File: config.mk
export PLATFORM = sky130hd
export DESIGN_NAME = bch_sector_enc
export DESIGN_NICKNAME = d
export VERILOG_FILES = /design/src/rtl/bch_enc_pkg.sv /design/src/rtl/bch_blk_ctrl.sv /design/src/rtl/bch_lfsr_div.sv /design/src/rtl/bch_out_mux.sv /design/src/rtl/bch_sector_enc.sv
export SDC_FILE = /design/constraint.sdc
export NUM_CORES = 1
export LEC_CHECK = 0
export BUFFER_PORTS_ARGS = -buffer_cell sky130_fd_sc_hd__buf_2
export CAP_MARGIN = 20
export CORE_AREA = 2 2 134 136
export DETAILED_ROUTE_END_ITERATION = 12
export DIE_AREA = 0 0 136 138
export GPL_ROUTABILITY_DRIVEN = 0
export PLACE_DENSITY_LB_ADDON = 0.25
export SLEW_MARGIN = 20
export SYNTH_ARGS = -nofsm -noshare
export SYNTH_HDL_FRONTEND = slang
export SYNTH_SLANG_ARGS = --single-unit
File: constraint.sdc
create_clock -name clk -period 5.65 [get_ports clk]
set_input_delay 1.695 -clock clk [delete_from_list [all_inputs] [get_ports clk]]
set_output_delay 1.695 -clock clk [all_outputs]
set_load 0.02 [all_outputs]
File: src/rtl/bch_enc_pkg.sv
package bch_enc_pkg;

    localparam int GF_M = 13;
    localparam int T_CORR = 7;
    localparam logic [GF_M:0] GF_POLY = 14'h201B;
    localparam int PAR_BITS = GF_M * T_CORR;
    localparam int MSG_BITS = 4096;

    typedef enum logic [1:0] {
        PH_IDLE = 2'd0,
        PH_MSG  = 2'd1,
        PH_PAR  = 2'd2
    } phase_e;

    // Product of two field elements, reduced by the field polynomial.
    function automatic logic [GF_M-1:0] gf_mul(input logic [GF_M-1:0] a,
                                               input logic [GF_M-1:0] b);
        logic [GF_M-1:0] acc;
        logic [GF_M-1:0] sh;
        acc = '0;
        sh  = a;
        for (int i = 0; i < GF_M; i++) begin
            if (b[i]) acc = acc ^ sh;
            if (sh[GF_M-1]) sh = (sh << 1) ^ GF_POLY[GF_M-1:0];
            else            sh = sh << 1;
        end
        return acc;
    endfunction

    // Generator: product of minimal polynomials of alpha^j, j odd, 1..2t-1.
    function automatic logic [PAR_BITS:0] bch_gen_poly();
        logic [PAR_BITS:0] gp;
        logic [PAR_BITS:0] prod;
        logic [GF_M:0][GF_M-1:0] mp;
        logic [GF_M:0] mb;
        logic [GF_M-1:0] beta;
        logic [GF_M-1:0] c;
        logic done;
        gp = '0;
        gp[0] = 1'b1;
        for (int j = 1; j < 2 * T_CORR; j += 2) begin
            beta = GF_M'(1);
            for (int k = 0; k < j; k++) beta = gf_mul(beta, GF_M'(2));
            mp = '0;
            mp[0] = GF_M'(1);
            c = beta;
            done = 1'b0;
            for (int k = 0; k < GF_M; k++) begin
                if (!done) begin
                    for (int i = GF_M; i >= 1; i--) mp[i] = mp[i-1] ^ gf_mul(c, mp[i]);
                    mp[0] = gf_mul(c, mp[0]);
                    c = gf_mul(c, c);
                    if (c == beta) done = 1'b1;
                end
            end
            for (int i = 0; i <= GF_M; i++) mb[i] = mp[i][0];
            prod = '0;
            for (int i = 0; i <= GF_M; i++) begin
                if (mb[i]) prod = prod ^ (gp << i);
            end
            gp = prod;
        end
        return gp;
    endfunction

    localparam logic [PAR_BITS:0] GEN_POLY = bch_gen_poly();

endpackage

File: src/rtl/bch_blk_ctrl.sv
module bch_blk_ctrl
    import bch_enc_pkg::*;
#(
    parameter int MSG_N = 4096,
    parameter int PAR_N = 91
) (
    input  logic clk,
    input  logic rst_n,
    input  logic in_valid,
    input  logic in_sop,
    output logic in_ready,
    output logic take,
    output logic clear,
    output logic par_shift,
    output logic last_par
);

    localparam int MAX_N = (MSG_N > PAR_N) ? MSG_N : PAR_N;
    localparam int CNT_W = $clog2(MAX_N + 1);
    localparam logic [CNT_W-1:0] MSG_LAST = CNT_W'(MSG_N - 1);
    localparam logic [CNT_W-1:0] PAR_LAST = CNT_W'(PAR_N - 1);

    typedef struct packed {
        phase_e           phase;
        logic [CNT_W-1:0] cnt;
    } ctrl_s;

    ctrl_s st_d, st_q;
    logic [CNT_W-1:0] base_cnt;

    assign in_ready  = (st_q.phase != PH_PAR);
    assign take      = in_valid && in_ready && (in_sop || st_q.phase == PH_MSG);
    assign clear     = take && in_sop;
    assign par_shift = (st_q.phase == PH_PAR);
    assign last_par  = par_shift && (st_q.cnt == PAR_LAST);

    always_comb begin
        st_d = st_q;
        base_cnt = in_sop ? '0 : st_q.cnt;
        if (st_q.phase == PH_PAR) begin
            if (st_q.cnt == PAR_LAST) begin
                st_d.phase = PH_IDLE;
                st_d.cnt   = '0;
            end else begin
                st_d.cnt = st_q.cnt + 1'b1;
            end
        end else if (take) begin
            if (base_cnt == MSG_LAST) begin
                st_d.phase = PH_PAR;
                st_d.cnt   = '0;
            end else begin
                st_d.phase = PH_MSG;
                st_d.cnt   = base_cnt + 1'b1;
            end
        end
    end

    always_ff @(posedge clk) begin
        if (!rst_n) begin
            st_q.phase <= PH_IDLE;
            st_q.cnt   <= '0;
        end else begin
            st_q <= st_d;
        end
    end

endmodule

File: src/rtl/bch_lfsr_div.sv
module bch_lfsr_div #(
    parameter int PAR_N = 91,
    parameter logic [PAR_N:0] GEN = '1
) (
    input  logic clk,
    input  logic rst_n,
    input  logic take,
    input  logic clear,
    input  logic par_shift,
    input  logic in_bit,
    output logic par_msb
);

    localparam logic [PAR_N-1:0] TAPS = GEN[PAR_N-1:0];

    logic [PAR_N-1:0] rem_d, rem_q;
    logic [PAR_N-1:0] base;
    logic             fb;

    assign par_msb = rem_q[PAR_N-1];

    always_comb begin
        base  = clear ? '0 : rem_q;
        fb    = in_bit ^ base[PAR_N-1];
        rem_d = rem_q;
        if (take) begin
            rem_d = {base[PAR_N-2:0], 1'b0} ^ (fb ? TAPS : '0);
        end else if (par_shift) begin
            rem_d = {rem_q[PAR_N-2:0], 1'b0};
        end
    end

    always_ff @(posedge clk) begin
        if (!rst_n) rem_q <= '0;
        else        rem_q <= rem_d;
    end

endmodule

File: src/rtl/bch_out_mux.sv
module bch_out_mux (
    input  logic take,
    input  logic in_bit,
    input  logic par_shift,
    input  logic par_msb,
    input  logic last_par,
    output logic out_valid,
    output logic out_bit,
    output logic out_is_par,
    output logic out_eob
);

    always_comb begin
        out_valid  = take || par_shift;
        out_bit    = par_shift ? par_msb : (take && in_bit);
        out_is_par = par_shift;
        out_eob    = last_par;
    end

endmodule

File: src/rtl/bch_sector_enc.sv
module bch_sector_enc
    import bch_enc_pkg::*;
#(
    parameter int MSG_N = bch_enc_pkg::MSG_BITS,
    parameter int PAR_N = bch_enc_pkg::PAR_BITS,
    parameter logic [PAR_N:0] GEN = bch_enc_pkg::GEN_POLY
) (
    input  logic clk,
    input  logic rst_n,
    input  logic in_valid,
    input  logic in_sop,
    input  logic in_bit,
    output logic in_ready,
    output logic out_valid,
    output logic out_bit,
    output logic out_is_par,
    output logic out_eob
);

    logic take, clear, par_shift, last_par, par_msb;

    bch_blk_ctrl #(.MSG_N(MSG_N), .PAR_N(PAR_N)) ctrl_i (
        .clk(clk), .rst_n(rst_n), .in_valid(in_valid), .in_sop(in_sop),
        .in_ready(in_ready), .take(take), .clear(clear),
        .par_shift(par_shift), .last_par(last_par)
    );

    bch_lfsr_div #(.PAR_N(PAR_N), .GEN(GEN)) div_i (
        .clk(clk), .rst_n(rst_n), .take(take), .clear(clear),
        .par_shift(par_shift), .in_bit(in_bit), .par_msb(par_msb)
    );

    bch_out_mux mux_i (
        .take(take), .in_bit(in_bit), .par_shift(par_shift),
        .par_msb(par_msb), .last_par(last_par),
        .out_valid(out_valid), .out_bit(out_bit),
        .out_is_par(out_is_par), .out_eob(out_eob)
    );

endmodule

== Yosys cells after proc, flatten, opt, wreduce, memory -nomap -nowiden ==
Cells that the tools add are included.

* Register bits after elaboration: 106
* Bits of input ports: 5
* Logic and storage cells: 33

* Add/sub/neg operators: 2
* Equal/unequal tests: 6
* Multiplexer cells: 11
* Bitwise operators: 2
* Reductions and logical operators: 9

{| class="wikitable"
|+ Operator list
! operator !! count
|-
| $mux 91 || 3
|-
| $xor 91x91->91 || 1
|-
| $mux 76 || 1
|-
| $mux 15 || 3
|-
| $add 13x1->13 const B || 2
|-
| $mux 13 || 2
|-
| $eq 13x12->1 const B || 1
|-
| $eq 13x7->1 const B || 1
|-
| $logic_and 1x1->1 || 5
|-
| $ne 2x2->1 const B || 2
|-
| $eq 2x1->1 const B || 1
|-
| $eq 2x2->1 const B || 1
|-
| $logic_or 1x1->1 || 2
|-
| $mux 2 || 1
|-
| $reduce_and 2->1 || 1
|-
| $reduce_bool 2->1 || 1
|-
| $mux 1 || 1
|-
| $xor 1x1->1 || 1
|}

== Logic depth before layout (Yosys ltp) ==
Gate-level depths: netlist of the first run.

* Word-level depth: 9
* Mapped depth: 8

== By module ==
A second synthesis of the first run with hierarchy kept.

* Cells, all modules: 599
* Area total of the unflattened synthesis: 5014.8 sq um

{| class="wikitable"
|+ By module, submodules not included
! module !! instances !! cells each !! area each (sq um) !! sequential area each (sq um)
|-
| bch_lfsr_div || 1 || 454 || 3862.5 || 1821.7
|-
| bch_blk_ctrl || 1 || 139 || 1118.6 || 300.3
|-
| bch_out_mux || 1 || 6 || 33.8 || 0.0
|}

== Worst setup path after synthesis of the first run ==
Ideal clock, no wire load.

* Path type: input to output
* Start point: in in_valid
* End point: out out_valid
* Arrival: 2.637 ns
* Required time: 3.955 ns
* Path slack: 1.318 ns
* Stages on the path: 5
* Path through: inv_1 o211a_4 inv_2 buf_2 clkbuf_1

* Longest elaborated chain between the ends: 3

{| class="wikitable"
|+ RTL lines
! what !! line !! RTL
|-
| start: declaration || bch_sector_enc.sv:10 || <nowiki>input logic in_valid,</nowiki>
|-
| $logic_and 1x1->1 (2 in a row) || bch_blk_ctrl.sv:32 || <nowiki>assign take = in_valid && in_ready && (in_sop || st_q.phase == PH_MSG);</nowiki>
|-
| $logic_or 1x1->1 || bch_out_mux.sv:14 || <nowiki>out_valid = take || par_shift;</nowiki>
|-
| end: declaration || bch_sector_enc.sv:14 || <nowiki>output logic out_valid,</nowiki>
|}

Every way passes these cells.

== Final worst setup path of the first run ==
* Start point: in in_sop
* End point: out out_valid

* Longest elaborated chain between the ends: 3

{| class="wikitable"
|+ RTL lines
! what !! line !! RTL
|-
| start: declaration || bch_sector_enc.sv:11 || <nowiki>input logic in_sop,</nowiki>
|-
| $logic_or 1x1->1 || bch_blk_ctrl.sv:32 ||
|-
| $logic_and 1x1->1 || bch_blk_ctrl.sv:32 ||
|-
| $logic_or 1x1->1 || bch_out_mux.sv:14 ||
|}

Every way passes these cells.

==> flow_metrics.env, run 1 <==
export IMPL_cts_htree_levels=3
export IMPL_fin_hold_ws_ps=451
export IMPL_hp_class="flip-flop to flip-flop"
export IMPL_grt_pass1_wl_mm=17.7
export IMPL_setup_viol=0
export IMPL_cp_max_fo=41
export IMPL_cpMostUsedCell="buf_2"
export IMPL_start_util=0.272
export IMPL_fin_util=0.298
export IMPL_status="complete, no violations"
export IMPL_cts_tree="built"
export IMPL_cp_required_ps=3950
export IMPL_clkLatencyLatePin_ps=350
export IMPL_syn_nets=599
export IMPL_fp_dieW_um=136
export IMPL_ctsResizeCount=0
export IMPL_hold_viol_final=0
export IMPL_track_usage=0.114
export IMPL_synthTopCellsByCount="106 x dfxtp_1, 102 x nand2_1, 101 x a21oi_1"
export IMPL_yosys_warnings=0
export IMPL_num_rows=49
export IMPL_power_frac_clock=0.410
export IMPL_end_kind="primary output"
export IMPL_ys_ff_latch=106
export IMPL_avgRoutedWirePerCell_um=12.9
export IMPL_antenna_cells_inserted=0
export IMPL_synth_top_cell_by_area="dfxtp_1"
export IMPL_tightest_slew_ps=905
export IMPL_yosysSeqAreaShare=0.445
export IMPL_grt_antenna_before_repair=0
export IMPL_pin_count=10
export IMPL_slew_viol_final=0
export IMPL_power_mw=1.59
export IMPL_maxSlewHeadroom=0.396
export IMPL_place_area_um2=4910
export IMPL_numClockSinks=106
export IMPL_worst_ir_drop_vdd_v=0.000137
export IMPL_start_kind="input pin"
export IMPL_internal_power_mw=1.20
export IMPL_max_freq_mhz=217
export IMPL_p_seq_frac=0.496
export IMPL_route_detailed_drc=0
export IMPL_grt_overflow=0
export IMPL_ys_types=52
export IMPL_dieArea_um2=18800
export IMPL_postCtsSetupRepairBufs=0
export IMPL_postRouteAntennaNets=0
export IMPL_period_needed_ps=4620
export IMPL_fillers=1897
export IMPL_netlist_instances=591
export IMPL_drt_iter0_drc=314
export IMPL_drv_cap=0
export IMPL_grt_setup_unrepaired="false"
export IMPL_critPathTopFamily="buffers and inverters"
export IMPL_final_cell_count_no_fill=799
export IMPL_vias_per_cell=5.01
export IMPL_final_area_um2=5220
export IMPL_period_share=0.817
export IMPL_drive_gt1_frac=0.0789
export IMPL_final_setup_skew_ps=8.12
export IMPL_cpPeakStageDelay_ps=410
export IMPL_yosys_cell_count_top_type="dfxtp_1"
export IMPL_areaGrowthSynthToFinish_pct=9.52
export IMPL_portBuffers=9
export IMPL_worstSetupPathType="input pin to primary output"
export IMPL_postSynthAreaPerCell_um2=8.07
export IMPL_tns_ps=0
export IMPL_dp_cells=783
export IMPL_hpwl_mm=5.64
export IMPL_cts_made_buffers=9
export IMPL_synth_flop_cell="dfxtp_1"
export IMPL_first_pass_iters=4
export IMPL_synth_area_um2=4770
export IMPL_p_comb_frac=0.094
export IMPL_p_per_area_nw_per_um2=305
export IMPL_core_area_um2=17500
export IMPL_clk_pin_slew_worst_paths_ps=60
export IMPL_grt_max_degree=103
export IMPL_wirelength_mm=10.3
export IMPL_cts_buffer_depth=2
export IMPL_arrival_ps=2920
export IMPL_synth_top_area_share=0.445
export IMPL_critPathBufInv=3
export IMPL_via_count=4004
export IMPL_place_ws_ps=1010
export IMPL_async_reset_ff_frac=0
export IMPL_yosys_top_cells_area="dfxtp_1 44%, a21oi_1 11%, nand2_1 8.0%"
export IMPL_cp_slowest_cell="clkinv_2"
export IMPL_die_h_um=138
export IMPL_cp_cell_sequence="buf_2 > nand2_1 > o211a_4 > clkinv_2 > buf_2"
export IMPL_cts_root_buf="clkbuf_16"
export IMPL_holdBufCountCts=0
export IMPL_layout_nets=573
export IMPL_timing_final_ws_setup_ps=1030
export IMPL_switchingPower_mw=0.392
export IMPL_switching_share=0.246
export IMPL_grt_pass1_vias=3779
export IMPL_synth_edf_count=0
export IMPL_leakage_nw=1.67
power groups by stage:
| stage | Combinational (mW) | Clock [mW] | Sequential, mW |
|---|---|---|---|
| after global routing | 0.169 | 0.708 | 0.795 |
| after floorplan | 0.126 | 0 | 0.804 |
| after CTS | 0.153 | 0.678 | 0.791 |
| final | 0.150 | 0.654 | 0.791 |
| after detailed placement | 0.152 | 0 | 0.808 |
| after global placement | 0.147 | 0 | 0.808 |
flip-flops by register name, indices dropped and copies added (netlist names):
name,cells
div_i.rem_q,91
ctrl_i.st_q,15
cell usage in the layout (no fill, tap or decap), types with 4 or more instances in the layout:
| cell type | Yosys | routed |
|---|---|---|
| nor3_1 | 6 | 6 |
| o21ai_0 | 47 | 47 |
| clkbuf_16 | 0 | 9 |
| nand3_1 | 62 | 62 |
| dfxtp_1 | 106 | 106 |
| nand2_1 | 102 | 102 |
| a21oi_1 | 101 | 101 |
| nand4_1 | 4 | 4 |
| nor2b_1 | 4 | 4 |
| xnor2_1 | 34 | 34 |
| inv_1 | 6 | 5 |
| nor2_1 | 13 | 13 |
| buf_2 | 14 | 9 |
metal layers:
metal,up-vias,part of all wire,routed length (um),GRT usage
met5,-,0,0,0
met4,0,0.023,240,0.0559
met3,17,0.024,251,0.0209
met2,46,0.47,4810,0.184
met1,1932,0.48,4990,0.145
li1,2009,-,-,-
cell type report:
cell class | count | area, um^2 | area share
multi-input cells | 426 | 2360 | 0.452
flip-flops and latches | 106 | 2120 | 0.406
inverters | 8 | 31.3 | 0.00599
repair buffers | 14 | 108 | 0.0206
clock buffers | 12 | 267 | 0.0510
well taps | 229 | 287 | 0.0549
clock inverters | 4 | 48.8 | 0.00934
path summary, 6_finish.rpt:
path | from | end | slack, ps | cells past startpoint
min reg2reg | div_i.rem_q[87]$_SDFFE_PN0P_ | div_i.rem_q[87]$_SDFFE_PN0P_ | 450 | 2
max | in_sop | out_valid | 1030 | 5
min | div_i.rem_q[87]$_SDFFE_PN0P_ | div_i.rem_q[87]$_SDFFE_PN0P_ | 450 | 2
max reg2reg | ctrl_i.st_q[13]$_SDFFE_PN0P_ | ctrl_i.st_q[4]$_SDFFE_PN0P_ | 2930 | 7
cell families (layout without fill, tap and decap cells):
family	Yosys count	in the layout	synth area share
xor+xnor	35	35	0.0643
simple gates	214	214	0.217
buf+inv	59	38	0.0603
flops	106	106	0.445
mux	1	1	0.00210
compound gates	173	173	0.203
fa+ha+maj	3	3	0.00787
worst register-to-register path, delay by kind of cell, from the launching register on:
family | cells | cell delay (ps)
flops | 1 | 430
compound gates | 4 | 900
buf+inv | 2 | 1170
simple gates | 1 | 100
Power figures use the tool's default switching activity.
==> run 2, diff against run 1 <==
==> constraint.sdc (replaced) <==
create_clock -name clk -period 3.7 [get_ports clk]
set_input_delay 1.11 -clock clk [delete_from_list [all_inputs] [get_ports clk]]
set_output_delay 1.11 -clock clk [all_outputs]
set_load 0.02 [all_outputs]
==> flow_metrics.env, run 2 (synthesis gave the netlist of run 1 again) <==
export IMPL_cts_made_buffers=9
export IMPL_final_area_um2=5270
export IMPL_status="complete, no violations"
export IMPL_postCtsSetupRepairBufs=0
export IMPL_p_per_area_nw_per_um2=472
export IMPL_hp_class="flip-flop to flip-flop"
export IMPL_clk_pin_slew_worst_paths_ps=70
export IMPL_numClockSinks=106
export IMPL_period_needed_ps=3230
export IMPL_postRouteAntennaNets=0
export IMPL_ctsResizeCount=0
export IMPL_wirelength_mm=10.3
export IMPL_grt_antenna_before_repair=0
export IMPL_start_kind="input pin"
export IMPL_critPathLaunch="in_sop"
export IMPL_hold_viol_final=0
export IMPL_arrival_ps=2120
export IMPL_tns_ps=0
export IMPL_vias_per_cell=4.93
export IMPL_grt_max_degree=142
export IMPL_cts_htree_levels=3
export IMPL_reg2reg_from="ctrl_i.st_q[0]$_SDFFE_PN0P_"
export IMPL_hpwl_mm=5.72
export IMPL_crit_path_end="out_bit"
export IMPL_period_share=0.873
export IMPL_cts_root_buf="clkbuf_16"
export IMPL_worstSetupPathType="input pin to primary output"
export IMPL_end_kind="primary output"
export IMPL_grt_overflow=0
export IMPL_fillers=1911
export IMPL_largest_reg_flops=91
export IMPL_setup_viol=0
export IMPL_first_pass_iters=4
export IMPL_via_count=3963
export IMPL_place_area_um2=4950
export IMPL_areaGrowthSynthToFinish_pct=10.5
export IMPL_fin_hold_ws_ps=452
export IMPL_reg2reg_slack_ps=1580
export IMPL_layout_nets=578
export IMPL_drive_gt1_frac=0.0852
export IMPL_grt_pass1_wl_mm=17.9
export IMPL_clkLatencyLatePin_ps=340
export IMPL_track_usage=0.115
export IMPL_reg_largest_list="div_i.rem_q (91), ctrl_i.st_q (15)"
export IMPL_power_mw=2.49
export IMPL_portBuffers=9
export IMPL_antenna_cells_inserted=0
export IMPL_fp_dieW_um=136
export IMPL_grt_setup_unrepaired="false"
export IMPL_drv_cap=0
export IMPL_cp_required_ps=2590
export IMPL_start_util=0.272
export IMPL_cts_buffer_depth=2
export IMPL_cts_tree="built"
export IMPL_avgRoutedWirePerCell_um=12.8
export IMPL_final_cell_mix="106 x dfxtp_1, 102 x nand2_1, 101 x a21oi_1"
export IMPL_regMostFlops="div_i.rem_q"
export IMPL_drt_iter0_drc=244
export IMPL_holdBufCountCts=0
export IMPL_worst_ir_drop_vdd_v=0.000217
export IMPL_maxSlewHeadroom=0.517
export IMPL_max_freq_mhz=310
export IMPL_cp_max_fo=15
export IMPL_mostFrequentLayoutCell="dfxtp_1"
export IMPL_timing_final_ws_setup_ps=471
export IMPL_grt_pass1_vias=3732
export IMPL_tightest_slew_ps=725
export IMPL_final_setup_skew_ps=8.72
export IMPL_die_h_um=138
export IMPL_route_detailed_drc=0
export IMPL_num_rows=49
export IMPL_worstReg2RegEnd="ctrl_i.st_q[4]$_SDFFE_PN0P_"
export IMPL_pin_count=10
export IMPL_dieArea_um2=18800
export IMPL_leakage_nw=1.69
export IMPL_place_ws_ps=502
export IMPL_slew_viol_final=0
export IMPL_core_area_um2=17500
export IMPL_r2r_cells=8
==> run 2: cell count changes in the layout (fill, tap and decap cells not counted), sizes merged <==
cell / before / now
buf: 14 / 19
bufinv: 1 / 2
clkbuf: 12 / 10
clkinv: 4 / 1
clkinvlp: 0 / 1
inv: 7 / 10
==> run 2: worst min path at each step <==
stage,startpoint,endpoint,slack [ps],cells past startpoint
6_report,div_i.rem_q[47]$_SDFFE_PN0P_,div_i.rem_q[47]$_SDFFE_PN0P_,450,2
4_1_cts,div_i.rem_q[81]$_SDFFE_PN0P_,div_i.rem_q[81]$_SDFFE_PN0P_,450,2
3_3_place_gp,div_i.rem_q[87]$_SDFFE_PN0P_,div_i.rem_q[87]$_SDFFE_PN0P_,440,2
3_5_place_dp,div_i.rem_q[47]$_SDFFE_PN0P_,div_i.rem_q[47]$_SDFFE_PN0P_,440,2
5_1_grt,div_i.rem_q[47]$_SDFFE_PN0P_,div_i.rem_q[47]$_SDFFE_PN0P_,460,2
2_1_floorplan,div_i.rem_q[14]$_SDFFE_PN0P_,div_i.rem_q[14]$_SDFFE_PN0P_,430,2
==> run 2: routing by layer <==
layer,part of all wire,GRT usage,up-vias
met5,0,0,-
met1,0.49,0.154,1905
met2,0.47,0.183,47
met3,0.027,0.0253,8
li1,-,-,2003
met4,0.010,0.0373,0
==> run 2: power by group <==
part,switching (mW),internal [mW],total (mW),leakage [nW]
Clock,0.440,0.603,1.04,0.156
Sequential,0.0236,1.18,1.21,0.862
Combinational,0.158,0.0758,0.234,0.675
Total,0.622,1.86,2.49,1.69
==> run 2: through the flow <==
step                       util  std cells
after floorplan               -        591
after global placement    0.282        788
after detailed placement  0.282        788
after CTS                 0.301        804
after global routing      0.301        804
final                     0.301        804
==> run 2: worst max-delay path, cell delays in order <==
cell     delay, ps
buf_2          230
nand2_1        130
a21oi_1        320
a22o_1         170
buf_2          150
==> run 2: layout make-up <==
type	instances	area, um^2	area share
Multi-Input combinational cell	426	2360	0.448
Sequential cell	106	2120	0.403
Tap cell	229	287	0.0544
Clock buffer	10	229	0.0434
Timing Repair Buffer	19	145	0.0275
Clock inverter	6	96.3	0.0183
Inverter	8	31.3	0.00593
==> run 3, diff against run 2 <==
--- a/config.mk
+++ b/config.mk
@@ -7,12 +7,13 @@
 export LEC_CHECK = 0
 export BUFFER_PORTS_ARGS = -buffer_cell sky130_fd_sc_hd__buf_2
 export CAP_MARGIN = 20
-export CORE_AREA = 2 2 134 136
+export CORE_AREA = 2 2 137 139
 export DETAILED_ROUTE_END_ITERATION = 12
-export DIE_AREA = 0 0 136 138
+export DIE_AREA = 0 0 139 141
 export GPL_ROUTABILITY_DRIVEN = 0
 export PLACE_DENSITY_LB_ADDON = 0.25
 export SLEW_MARGIN = 20
 export SYNTH_ARGS = -nofsm -noshare
 export SYNTH_HDL_FRONTEND = slang
+export SYNTH_HIERARCHICAL = 1
 export SYNTH_SLANG_ARGS = --single-unit
==> flow_metrics.env, run 3 <==
export IMPL_status="complete, no violations"
export IMPL_cts_tree="built"
export IMPL_yosys_cell_count_top_type="nand2_1"
export IMPL_synth_flop_cell="dfxtp_1"
export IMPL_synth_area_um2=5010
export IMPL_holdBufCountCts=0
export IMPL_netlist_instances=599
export IMPL_grt_max_degree=92
export IMPL_setup_viol=0
export IMPL_numClockSinks=106
export IMPL_cts_made_buffers=9
export IMPL_areaGrowthSynthToFinish_pct=9.26
export IMPL_layout_nets=580
export IMPL_place_ws_ps=290
export IMPL_maxSlewHeadroom=0.550
export IMPL_vias_per_cell=5.19
export IMPL_start_kind="input pin"
export IMPL_postRouteAntennaNets=0
export IMPL_tightest_slew_ps=676
export IMPL_synthSimpleGateAreaFrac=0.183
export IMPL_cts_buffer_depth=2
export IMPL_ys_ff_latch=106
export IMPL_track_usage=0.125
export IMPL_yosys_top_cells_area="dfxtp_1 42%, nand2_1 9.7%, a21oi_1 6.4%"
export IMPL_synthTopCellsByCount="129 x nand2_1, 106 x dfxtp_1, 64 x a21oi_1"
export IMPL_cpMostUsedCell="buf_2"
export IMPL_synth_xor_area_frac=0.0140
export IMPL_die_h_um=141
export IMPL_num_rows=50
export IMPL_portBuffers=9
export IMPL_slew_viol_final=0
export IMPL_syn_nets=607
export IMPL_start_util=0.275
export IMPL_ys_types=64
export IMPL_via_count=4209
export IMPL_synth_edf_count=0
export IMPL_cts_root_buf="clkbuf_16"
export IMPL_grt_pass1_vias=3982
export IMPL_clkLatencyLatePin_ps=360
export IMPL_drive_gt1_frac=0.107
export IMPL_period_needed_ps=3370
export IMPL_period_share=0.910
export IMPL_ctsResizeCount=0
export IMPL_wirelength_mm=12.0
export IMPL_fin_hold_ws_ps=448
export IMPL_hold_viol_final=0
export IMPL_first_pass_iters=4
export IMPL_mostFrequentLayoutCell="nand2_1"
export IMPL_drv_cap=0
export IMPL_pin_count=10
export IMPL_async_reset_ff_frac=0
export IMPL_max_freq_mhz=297
export IMPL_worst_ir_drop_vdd_v=0.000231
export IMPL_postSynthAreaPerCell_um2=8.37
export IMPL_dieArea_um2=19600
export IMPL_tns_ps=0
export IMPL_postCtsSetupRepairBufs=0
export IMPL_cp_slowest_cell="maj3_1"
export IMPL_leakage_nw=1.72
export IMPL_yosysSeqAreaShare=0.423
export IMPL_grt_overflow=0
export IMPL_synthMuxAreaShare=0
export IMPL_largest_reg_flops=91
export IMPL_grt_pass1_wl_mm=20.1
export IMPL_synth_fa_ha_area_frac=0.00948
export IMPL_synth_top_area_share=0.423
export IMPL_cp_cell_sequence="buf_2 > maj3_1 > and2_1 > or2_1 > buf_2"
export IMPL_cp_required_ps=2590
export IMPL_cp_max_fo=10
export IMPL_final_setup_skew_ps=8.43
export IMPL_avgRoutedWirePerCell_um=14.8
export IMPL_regMostFlops="div_i/rem_q"
export IMPL_grt_antenna_before_repair=0
export IMPL_hpwl_mm=6.76
export IMPL_arrival_ps=2260
export IMPL_hp_class="flip-flop to flip-flop"
export IMPL_reg_largest_list="div_i/rem_q (91), ctrl_i/st_q (15)"
export IMPL_fp_dieW_um=139
export IMPL_worstSetupPathType="input pin to primary output"
export IMPL_cts_htree_levels=3
export IMPL_yosys_warnings=6
export IMPL_route_detailed_drc=0
export IMPL_timing_final_ws_setup_ps=332
export IMPL_cpPeakStageDelay_ps=350
export IMPL_final_cell_count_no_fill=811
export IMPL_end_kind="primary output"
export IMPL_synth_top_family_by_area="compound AO/OA/AOI/OAI gates"
export IMPL_fillers=1974
export IMPL_grt_setup_unrepaired="false"
export IMPL_dp_cells=795
export IMPL_drt_iter0_drc=350
export IMPL_synth_compound_area_share=0.305
export IMPL_p_per_area_nw_per_um2=443
export IMPL_clk_pin_slew_worst_paths_ps=70
export IMPL_antenna_cells_inserted=0
export IMPL_core_area_um2=18300
export IMPL_synth_top_cell_by_area="dfxtp_1"
export IMPL_final_cell_mix="128 x nand2_1, 106 x dfxtp_1, 64 x a21oi_1"
-- run 3: cell types whose count changed in the layout (fill, tap and decap cells not counted), moves of 4 or more --
cell	previous run	this run
a2111oi_2	0	4
xnor2_1	34	5
o21ai_0	47	38
a31oi_1	2	6
nand3_1	62	5
nand2_1	102	128
a21boi_0	0	32
a211oi_2	0	5
a21oi_1	101	64
a2111oi_0	0	28
a211oi_1	0	28
-- run 3: kinds of logic (layout without fill, tap and decap cells) --
logic type,count (synthesis),count (layout)
compound gates,224,224
simple gates,194,194
flops,106,106
buf+inv,63,41
xor+xnor,8,8
fa+ha+maj,4,4
-- run 3: path summary, 6_finish.rpt --
path         cells after the start  slack [ps]                         start                           end
max                              5         330                        in_sop                     out_valid
min                              2         450  div_i/rem_q[47]$_SDFFE_PN0P_  div_i/rem_q[47]$_SDFFE_PN0P_
max reg2reg                      8        1010  ctrl_i/st_q[13]$_SDFFE_PN0P_  div_i/rem_q[30]$_SDFFE_PN0P_
min reg2reg                      2         450  div_i/rem_q[47]$_SDFFE_PN0P_  div_i/rem_q[47]$_SDFFE_PN0P_
-- run 3: worst max-delay path, delay by kind of cell --
family	cells	cell delay, ps
adder cells (fa/ha/maj)	1	350
buffers and inverters	2	330
AND/OR/NAND/NOR	2	470
-- run 3: routing by layer --
metal  track usage  part of all wire
met1         0.159              0.49
met2         0.204              0.46
met3        0.0289             0.036
met4        0.0505             0.021
met5             0                 0
-- run 3: final cells by class --
type	count	area [um^2]	area share
clock inverters	5	67.6	0.0123
clock buffers	11	243	0.0443
repair buffers	19	158	0.0288
well taps	234	293	0.0534
multi-input cells	430	2570	0.470
inverters	6	22.5	0.00411
flip-flops and latches	106	2120	0.387
-- run 3: per-stage QoR --
step	instance area, um^2	utilization	power [mW]
finish	5480	0.300	2.43
global route	5480	0.300	2.53
CTS	5480	0.300	2.46
detailed placement	5170	0.283	1.44
global placement	5170	0.283	1.43
floorplan	5010	-	1.39
-- run 3: where the power goes --
| group | internal [mW] | switching [mW] |
|---|---|---|
| clock | 0.555 | 0.458 |
| combinational | 0.0661 | 0.145 |
| sequential | 1.18 | 0.0211 |
